<file path="config.mk">
export PLATFORM = sky130hd
export DESIGN_NAME = irq_ack_ctrl
export DESIGN_NICKNAME = d
export VERILOG_FILES = /design/src/rtl/irq_ack_pkg.sv /design/src/rtl/irq_ack_detect.sv /design/src/rtl/irq_ack_track.sv /design/src/rtl/irq_ack_drive.sv /design/src/rtl/irq_ack_ctrl.sv
export SDC_FILE = /design/constraint.sdc
export NUM_CORES = 1
export LEC_CHECK = 0
export ABC_CLOCK_PERIOD_IN_PS = 2720
export BUFFER_PORTS_ARGS = -buffer_cell sky130_fd_sc_hd__buf_2
export CORE_MARGIN = 2
export CORE_UTILIZATION = 44
export CTS_BUF_LIST = sky130_fd_sc_hd__clkbuf_4 sky130_fd_sc_hd__clkbuf_8
export DETAILED_ROUTE_END_ITERATION = 12
export PLACE_DENSITY_LB_ADDON = 0.08
export SLEW_MARGIN = 15
export SYNTH_ARGS = -nofsm -noshare
export SYNTH_HDL_FRONTEND = slang
export SYNTH_SLANG_ARGS = --single-unit
</file>
<file path="constraint.sdc">
create_clock -name clk -period 2.72 [get_ports clk]
set_input_delay 0.544 -clock clk [delete_from_list [all_inputs] [get_ports clk]]
set_output_delay 0.544 -clock clk [all_outputs]
set_load 0.05 [all_outputs]
</file>
<file path="src/rtl/irq_ack_pkg.sv">
package irq_ack_pkg;
  typedef enum logic [1:0] {
    RESP_NONE   = 2'd0,
    RESP_DEVICE = 2'd1,
    RESP_AUTO   = 2'd2
  } resp_e;
endpackage

</file>
<file path="src/rtl/irq_ack_detect.sv">
module irq_ack_detect #(
  parameter int             FC_W    = 3,
  parameter int             LVL_W   = 3,
  parameter int             NUM_LVL = 7,
  parameter logic [FC_W-1:0] ACK_FC = '1
) (
  input  logic [FC_W-1:0]    fc_i,
  input  logic [LVL_W-1:0]   lvl_i,
  input  logic               as_n_i,
  input  logic [NUM_LVL-1:0] dev_cap_i,
  output logic               start_o,
  output logic               want_dev_o
);
  // A cycle is an acknowledge only with the special code, strobe low, nonzero level.
  always_comb begin
    start_o = (fc_i == ACK_FC) && !as_n_i && (lvl_i != '0);
  end

  // Pick the capability bit for the presented level.
  always_comb begin
    want_dev_o = 1'b0;
    for (int k = 1; k <= NUM_LVL; k++) begin
      if (lvl_i == LVL_W'(k)) want_dev_o = dev_cap_i[k-1];
    end
  end
endmodule

</file>
<file path="src/rtl/irq_ack_track.sv">
module irq_ack_track
  import irq_ack_pkg::*;
#(
  parameter int LVL_W = 3
) (
  input  logic             clk,
  input  logic             rst,
  input  logic             as_n_i,
  input  logic             start_i,
  input  logic             want_dev_i,
  input  logic [LVL_W-1:0] lvl_i,
  output resp_e            nxt_mode_o,
  output logic [LVL_W-1:0] nxt_lvl_o
);
  resp_e            mode_q;
  logic [LVL_W-1:0] lvl_q;

  // Choice is made on the first strobe-low cycle and held until the strobe rises.
  always_comb begin
    nxt_mode_o = mode_q;
    nxt_lvl_o  = lvl_q;
    if (as_n_i) begin
      nxt_mode_o = RESP_NONE;
      nxt_lvl_o  = '0;
    end else if (mode_q == RESP_NONE && start_i) begin
      nxt_mode_o = want_dev_i ? RESP_DEVICE : RESP_AUTO;
      nxt_lvl_o  = lvl_i;
    end
  end

  always_ff @(posedge clk) begin
    if (rst) begin
      mode_q <= RESP_NONE;
      lvl_q  <= '0;
    end else begin
      mode_q <= nxt_mode_o;
      lvl_q  <= nxt_lvl_o;
    end
  end
endmodule

</file>
<file path="src/rtl/irq_ack_drive.sv">
module irq_ack_drive
  import irq_ack_pkg::*;
#(
  parameter int LVL_W     = 3,
  parameter int NUM_LVL   = 7,
  parameter int VEC_W     = 8,
  parameter int AUTO_BASE = 24
) (
  input  logic               clk,
  input  logic               rst,
  input  resp_e              nxt_mode_i,
  input  logic [LVL_W-1:0]   nxt_lvl_i,
  input  logic [VEC_W-1:0]   dev_vec_i,
  output logic [NUM_LVL-1:0] iack_n_o,
  output logic               vpa_n_o,
  output logic [VEC_W-1:0]   vec_o,
  output logic               vec_valid_o
);
  logic [NUM_LVL-1:0] iack_n_d;
  logic [VEC_W-1:0]   vec_d;

  // One acknowledge strobe per level.
  for (genvar g = 0; g < NUM_LVL; g++) begin : g_ack
    assign iack_n_d[g] = !((nxt_mode_i == RESP_DEVICE) && (nxt_lvl_i == LVL_W'(g + 1)));
  end

  always_comb begin
    unique case (nxt_mode_i)
      RESP_DEVICE: vec_d = dev_vec_i;
      RESP_AUTO:   vec_d = VEC_W'(AUTO_BASE) + VEC_W'(nxt_lvl_i);
      default:     vec_d = '0;
    endcase
  end

  always_ff @(posedge clk) begin
    if (rst) begin
      iack_n_o    <= '1;
      vpa_n_o     <= 1'b1;
      vec_o       <= '0;
      vec_valid_o <= 1'b0;
    end else begin
      iack_n_o    <= iack_n_d;
      vpa_n_o     <= !(nxt_mode_i == RESP_AUTO);
      vec_o       <= vec_d;
      vec_valid_o <= (nxt_mode_i != RESP_NONE);
    end
  end
endmodule

</file>
<file path="src/rtl/irq_ack_ctrl.sv">
module irq_ack_ctrl
  import irq_ack_pkg::*;
#(
  parameter int              FC_W      = 3,
  parameter int              LVL_W     = 3,
  parameter int              VEC_W     = 8,
  parameter int              AUTO_BASE = 24,
  parameter logic [FC_W-1:0] ACK_FC    = '1,
  localparam int             NUM_LVL   = (1 << LVL_W) - 1
) (
  input  logic               clk,
  input  logic               rst,
  input  logic [FC_W-1:0]    fc_i,
  input  logic [LVL_W-1:0]   lvl_i,
  input  logic               as_n_i,
  input  logic [NUM_LVL-1:0] dev_cap_i,
  input  logic [VEC_W-1:0]   dev_vec_i,
  output logic [NUM_LVL-1:0] iack_n_o,
  output logic               vpa_n_o,
  output logic [VEC_W-1:0]   vec_o,
  output logic               vec_valid_o
);
  logic             start;
  logic             want_dev;
  resp_e            nxt_mode;
  logic [LVL_W-1:0] nxt_lvl;

  irq_ack_detect #(
    .FC_W(FC_W), .LVL_W(LVL_W), .NUM_LVL(NUM_LVL), .ACK_FC(ACK_FC)
  ) u_detect (
    .fc_i(fc_i), .lvl_i(lvl_i), .as_n_i(as_n_i), .dev_cap_i(dev_cap_i),
    .start_o(start), .want_dev_o(want_dev)
  );

  irq_ack_track #(.LVL_W(LVL_W)) u_track (
    .clk(clk), .rst(rst), .as_n_i(as_n_i), .start_i(start),
    .want_dev_i(want_dev), .lvl_i(lvl_i),
    .nxt_mode_o(nxt_mode), .nxt_lvl_o(nxt_lvl)
  );

  irq_ack_drive #(
    .LVL_W(LVL_W), .NUM_LVL(NUM_LVL), .VEC_W(VEC_W), .AUTO_BASE(AUTO_BASE)
  ) u_drive (
    .clk(clk), .rst(rst), .nxt_mode_i(nxt_mode), .nxt_lvl_i(nxt_lvl),
    .dev_vec_i(dev_vec_i), .iack_n_o(iack_n_o), .vpa_n_o(vpa_n_o),
    .vec_o(vec_o), .vec_valid_o(vec_valid_o)
  );
endmodule

</file>
==> impl_metrics.env, run 1 <==
export IMPL_status="finished, final reports clean"
export IMPL_initial_core_util_pct=46.1
export IMPL_syn_area_per_cell_um2=9.11
export IMPL_maxCapViolCount=0
export IMPL_final_max_slew_viol_count=0
export IMPL_rr_startpoint="u_track.mode_q[1]"
export IMPL_cts_resized=0
export IMPL_post_route_min_period_ns=2.56
export IMPL_design_die_area_um2=2700
export IMPL_required_ns=2.93
export IMPL_vias=986
export IMPL_async_flop_share_pct=0
export IMPL_clock_root_buffer="clkbuf_4"
export IMPL_port_buffers=40
export IMPL_worst_pin_slew_ns=0.468
export IMPL_grt_overflow_total=0
export IMPL_synth_top_flop_cell="dfxtp_1"
export IMPL_drt_iter0_markers=13
export IMPL_drt_total_wl_um=2360
export IMPL_grt_max_degree=14
export IMPL_synthAdderAreaFrac_pct=3.71
export IMPL_ys_ff_latch=22
export IMPL_place_congestion=0.729
export IMPL_hold_violations=0
export IMPL_critPathMaxFanout=5
export IMPL_area_delta_synth_final_pct=36.9
export IMPL_post_route_drc_count=0
export IMPL_rows=17
export IMPL_cts_setup_buffers=0
export IMPL_setup_viol=0
export IMPL_synth_mux_area_share_pct=0.990
export IMPL_crit_arrival_ns=2.77
export IMPL_synthesis_area_um2=1010
export IMPL_viasPerCell=5.11
export IMPL_synth_top_family_by_area="simple AND/OR/NAND/NOR gates"
export IMPL_final_layout_size_suffix_gt1_share_pct=39.4
export IMPL_yosys_warnings=0
export IMPL_fmax_mhz=391
export IMPL_dp_cells=189
export IMPL_p_seq_share_pct=49.8
export IMPL_combPwrFrac_pct=11.5
export IMPL_finalInstanceArea_um2=1380
export IMPL_pwr_share_clk_pct=38.7
export IMPL_htreeDepth=1
export IMPL_synth_simple_area_share_pct=28.3
export IMPL_skew_ns=0.00317
export IMPL_p_int_w=0.000508
export IMPL_synth_edf_count=0
export IMPL_ios=41
export IMPL_synth_top_area_cell="dfxtp_1"
export IMPL_netlist_instances=111
export IMPL_powerDensity_nw_per_um2=471
export IMPL_crit_path_cell_trace="or4b_1, a2111o_1, o21ai_0, ha_1, nor2b_1, and2_1, a21boi_2, nand3_1"
export IMPL_drt_wirelength_per_cell_um=12.2
export IMPL_irDropWorstVdd_v=0.000603
export IMPL_r2r_end="u_drive.iack_n_o[3]"
export IMPL_crit_path_end_kind="flop"
export IMPL_critPathLaunch="u_track.mode_q[1]"
export IMPL_reg2regPathDepth=8
export IMPL_fin_crit_sh_pct=94.0
export IMPL_ant_nets=0
export IMPL_nets=193
export IMPL_critPathKind="reg -> reg"
export IMPL_synth_xor_area_share_pct=0
export IMPL_cts_hold_buf=0
export IMPL_synth_compound_area_share_pct=19.6
export IMPL_rrSetupSlack_ns=0.16
export IMPL_grt_pass1_wl_um=3770
export IMPL_die_w_um=51.9
export IMPL_gr_usage_all_layers_pct=19.1
export IMPL_switching_share_pct=22.1
export IMPL_power_w=0.000652
export IMPL_core_um2=2190
export IMPL_synth_nets=138
export IMPL_rsz0062_at_grt="no"
export IMPL_ys_seq_area_share_pct=43.6
export IMPL_hp_class="in -> reg"
export IMPL_switchingPower_w=0.000144
export IMPL_dpl_cell_area_um2=1330
export IMPL_p_leak_nw=0.594
export IMPL_maxSlewHeadroom_pct=68.5
export IMPL_numClockSinks=22
export IMPL_slowest_delay_ns=0.67
export IMPL_worstSetupEndpoint="u_drive.iack_n_o[3]"
export IMPL_synth_cell_types=41
export IMPL_cpMaxStageDelayCell="or4b_1"
export IMPL_antenna_found_initial=0
export IMPL_place_hpwl_um=1890
export IMPL_antennaDiodeCount=0
export IMPL_cts_buffers_inserted=3
export IMPL_insertion_delay_ns=0.32
export IMPL_clock_path_buffers=2
export IMPL_first_pass_iters=2
export IMPL_cp_start_kind="flop"
export IMPL_yosys_top_cells_area="dfxtp_1, and2_1, ha_1"
export IMPL_setup_tns_ns=0
export IMPL_fin_cells=193
export IMPL_grt_pass1_vias=888
export IMPL_clkSlewWorstSetupHoldPaths_ns=0.12
export IMPL_synth_top_area_share_pct=43.6
export IMPL_cts_tree="built"
export IMPL_fp_dieH_um=51.9
## layout make-up
class	instances	area [um2]
clock buffers	3	22.5
clock inverters	1	30.0
inverters	4	15.0
well taps	28	35.0
flip-flops and latches	22	440
multi-input cells	81	536
fillers	202	807
repair buffers	54	305
## Yosys cell counts (3+ instances only)
cell / n
a21oi_1: 3
and2_1: 6
dfxtp_1: 22
ha_1: 3
inv_1: 4
nand2_1: 9
nand2b_1: 4
nand3_1: 5
nor2_1: 10
nor3_1: 3
nor4_1: 3
o22ai_1: 3
## flip-flops by register name, summed over array words and instances (netlist names)
register,cells
u_drive.vpa_n_o,1
u_track.lvl_q,3
u_drive.vec_o,8
u_drive.iack_n_o,7
u_drive.vec_valid_o,1
u_track.mode_q,2
## cells in the final DEF (no fill, tap or decap), types with 4 or more instances in the layout
cell,count
nand2b_1,4
nor2_1,10
buf_2,40
dfxtp_1,22
nand3_1,5
nand2_1,9
inv_1,4
and2_1,6
buf_4,14
## metrics by stage
stage          util, %  hold slack [ns]  setup slack (ns)
6_report          63.2            0.412             0.164
5_1_grt           63.2            0.411            0.0515
4_1_cts           63.2            0.409             0.183
3_5_place_dp      60.8            0.498           -0.0854
3_3_place_gp      60.8            0.483          -0.00254
2_1_floorplan        -            0.457           0.00159
## metal layers
metal | up-vias | part of all wire (%) | track usage [%] | wire length [um]
met5 | - | 0 | 0 | 0
met4 | 0 | 1.4 | 5.26 | 34
met3 | 5 | 4.9 | 6.03 | 115
met2 | 20 | 50 | 35.0 | 1190
met1 | 450 | 43 | 20.8 | 1020
li1 | 511 | - | - | -
## critical path, delay by kind of cell (launching register included)
| kind | cells | cell delay, ns |
|---|---|---|
| and+or+nand+nor | 4 | 1.09 |
| AOI/OAI and AO/OA | 3 | 0.80 |
| DFF | 1 | 0.36 |
| adders and majority gates | 1 | 0.19 |
## cells by family (layout without fill, tap and decap cells)
kind of cell,Yosys count,after routing
simple gates,51,51
compound gates,26,26
flops,22,22
buf+inv,8,62
fa+ha+maj,3,3
mux,1,1
## how the worst min path moves through the flow
| stage | startpoint | endpoint | slack [ns] | depth (start not counted) |
|---|---|---|---|---|
| after floorplan | u_track.mode_q[0] | u_track.mode_q[0] | 0.46 | 2 |
| after global placement | u_track.mode_q[0] | u_track.mode_q[0] | 0.48 | 2 |
| after detailed placement | u_track.mode_q[0] | u_track.mode_q[0] | 0.50 | 2 |
| after CTS | rst | u_drive.vec_valid_o | 0.41 | 2 |
| after global routing | dev_vec_i[7] | u_drive.vec_o[7] | 0.41 | 2 |
| final | rst | u_drive.vec_valid_o | 0.41 | 2 |
## power by group through the flow
stage / combinational, W / clock [W] / sequential [W]
4_1_cts: 0.0000752 / 0.000258 / 0.000324
3_3_place_gp: 0.0000731 / 0 / 0.000332
5_1_grt: 0.0000831 / 0.000270 / 0.000325
6_report: 0.0000752 / 0.000252 / 0.000324
3_5_place_dp: 0.0000748 / 0 / 0.000332
2_1_floorplan: 0.0000378 / 0 / 0.000334
(Power assumes the default switching activity.)
==> run 2: changes to the inputs <==
--- a/config.mk
+++ b/config.mk
@@ -5,11 +5,12 @@
 export SDC_FILE = /design/constraint.sdc
 export NUM_CORES = 1
 export LEC_CHECK = 0
-export ABC_CLOCK_PERIOD_IN_PS = 2720
+export ABC_CLOCK_PERIOD_IN_PS = 3200
 export BUFFER_PORTS_ARGS = -buffer_cell sky130_fd_sc_hd__buf_2
 export CORE_MARGIN = 2
-export CORE_UTILIZATION = 44
+export CORE_UTILIZATION = 25
 export CTS_BUF_LIST = sky130_fd_sc_hd__clkbuf_4 sky130_fd_sc_hd__clkbuf_8
+export CTS_CLUSTER_DIAMETER = 150
 export DETAILED_ROUTE_END_ITERATION = 12
 export PLACE_DENSITY_LB_ADDON = 0.08
 export SLEW_MARGIN = 15
==> constraint.sdc (replaced) <==
create_clock -name clk -period 3.2 [get_ports clk]
set_input_delay 0.64 -clock clk [delete_from_list [all_inputs] [get_ports clk]]
set_output_delay 0.64 -clock clk [all_outputs]
set_load 0.05 [all_outputs]
==> run 2 against run 1 <==
Effect of this change: via count shrank 2.7%; clock-buffer cell count is the same; clock power is essentially flat; sequential power shrank 15%; combinational power shrank 25%.
==> impl_metrics.env, run 2 (synthesized netlist as in run 1, its figures left out) <==
export IMPL_status="finished, final reports clean"
export IMPL_rows=23
export IMPL_rsz0062_at_grt="no"
export IMPL_crit_path_end_kind="flop"
export IMPL_clock_path_buffers=2
export IMPL_hp_class="reg -> reg"
export IMPL_area_delta_synth_final_pct=32.2
export IMPL_numClockSinks=22
export IMPL_met3_length_um=128
export IMPL_maxSlewHeadroom_pct=40.5
export IMPL_reg_top3="u_drive.vec_o (8), u_drive.iack_n_o (7), u_track.lvl_q (3)"
export IMPL_die_w_um=67.6
export IMPL_core_um2=3940
export IMPL_largest_reg_flops=8
export IMPL_mostFrequentLayoutCell="buf_2"
export IMPL_cp_top_family="simple AND/OR/NAND/NOR gates"
export IMPL_post_route_min_period_ns=2.84
export IMPL_drt_wirelength_per_cell_um=12.3
export IMPL_critPathMaxFanout=7
export IMPL_pwr_share_clk_pct=43.4
export IMPL_grt_pass1_vias=840
export IMPL_clkSlewWorstSetupHoldPaths_ns=0.08
export IMPL_drt_met1_wl_um=1100
export IMPL_ios=41
export IMPL_largest_register="u_drive.vec_o"
export IMPL_clock_root_buffer="clkbuf_8"
export IMPL_dp_cells=199
export IMPL_irDropWorstVdd_v=0.000210
export IMPL_crit_arrival_ns=3.04
export IMPL_cp_buffers_inverters=1
export IMPL_post_route_drc_count=0
export IMPL_switchingPower_w=0.000122
export IMPL_ant_nets=0
export IMPL_powerDensity_nw_per_um2=439
export IMPL_first_pass_iters=4
export IMPL_htreeDepth=1
export IMPL_initial_core_util_pct=25.6
export IMPL_p_int_w=0.000465
export IMPL_cpMaxStageDelayCell="or4b_1"
export IMPL_slowest_delay_ns=0.70
export IMPL_maxCapViolCount=0
export IMPL_place_congestion=0.765
export IMPL_viasPerCell=4.72
export IMPL_design_die_area_um2=4570
export IMPL_cts_hold_buf=0
export IMPL_final_max_slew_viol_count=0
export IMPL_setup_tns_ns=0
export IMPL_gr_usage_all_layers_pct=11.0
export IMPL_required_ns=3.40
export IMPL_skew_ns=0.00472
export IMPL_fmax_mhz=352
export IMPL_cts_buffers_inserted=3
export IMPL_antenna_found_initial=0
export IMPL_hold_violations=0
export IMPL_wl_met2_um=1260
export IMPL_switching_share_pct=20.7
export IMPL_setup_viol=0
export IMPL_cp_start_kind="input pin"
export IMPL_crit_path_cell_trace="buf_2, or4b_1, nor2_8, nor2_1, or4_1, ha_1, nor2b_1, and2_1, a21boi_1, nand3_1"
export IMPL_mostFrequentLayoutCells="buf_2, dfxtp_1, nor2_1"
export IMPL_place_hpwl_um=2030
export IMPL_p_seq_share_pct=47.0
export IMPL_grt_pass1_wl_um=3800
export IMPL_fin_cells=203
export IMPL_top_layer_used="met4"
export IMPL_insertion_delay_ns=0.26
export IMPL_grt_overflow_total=0
export IMPL_vias=959
export IMPL_worst_pin_slew_ns=0.881
export IMPL_antennaDiodeCount=0
export IMPL_grt_max_degree=15
export IMPL_port_buffers=40
export IMPL_drt_total_wl_um=2500
export IMPL_cts_tree="built"
export IMPL_critPathKind="in -> reg"
export IMPL_fp_dieH_um=67.6
export IMPL_fin_crit_sh_pct=88.7
export IMPL_nets=181
export IMPL_combPwrFrac_pct=9.6
export IMPL_cts_setup_buffers=0
export IMPL_drt_iter0_markers=12
export IMPL_p_leak_nw=0.544
export IMPL_final_layout_size_suffix_gt1_share_pct=34.0
export IMPL_cts_resized=0
## run 2: area by class of cell
type	instances	area, um2
Tap cell	50	62.6
Fill cell	418	2610
Sequential cell	22	440
Clock inverter	1	30.0
Clock buffer	3	41.3
Multi-Input combinational cell	81	532
Timing Repair Buffer	42	215
Inverter	4	15.0
## run 2: per-stage QoR
stage          hold WS [ns]  total power, W  util [%]  worst slack, ns  cell area (um2)
6_report              0.507        0.000586      33.9            0.361             1340
5_1_grt               0.538        0.000613      33.9            0.163             1340
4_1_cts               0.507        0.000597      33.9            0.355             1340
3_5_place_dp          0.494        0.000338      32.1           0.0762             1260
3_3_place_gp          0.493        0.000338      32.1            0.158             1260
2_1_floorplan         0.457        0.000316         -            0.367             1010
## run 2: worst min-delay path: stages, from the launching register on
cell	delay, ns
dfxtp_1	0.34
inv_1	0.07
a21oi_1	0.06
## run 2: worst paths after layout
check                                       start  slack, ns                  end  cells after the start
worst max-delay path                       as_n_i       0.36  u_drive.iack_n_o[3]                     10
worst min-delay path            u_track.mode_q[0]       0.51    u_track.mode_q[0]                      2
worst max register to register  u_track.mode_q[1]       0.50  u_drive.iack_n_o[3]                      9
worst min register to register  u_track.mode_q[0]       0.51    u_track.mode_q[0]                      2
## run 2: power by group through the flow
stage	Clock [W]	Sequential [W]	Combinational [W]
CTS	0.000265	0.000275	0.0000568
global placement	0	0.000282	0.0000558
floorplan	0	0.000284	0.0000320
global route	0.000275	0.000276	0.0000621
finish	0.000254	0.000275	0.0000565
detailed placement	0	0.000282	0.0000565
## run 2: routing by layer
metal,global-route usage [%],up-vias
met5,0,-
met3,3.00,4
li1,-,490
met1,12.6,436
met4,2.30,0
met2,20.3,29
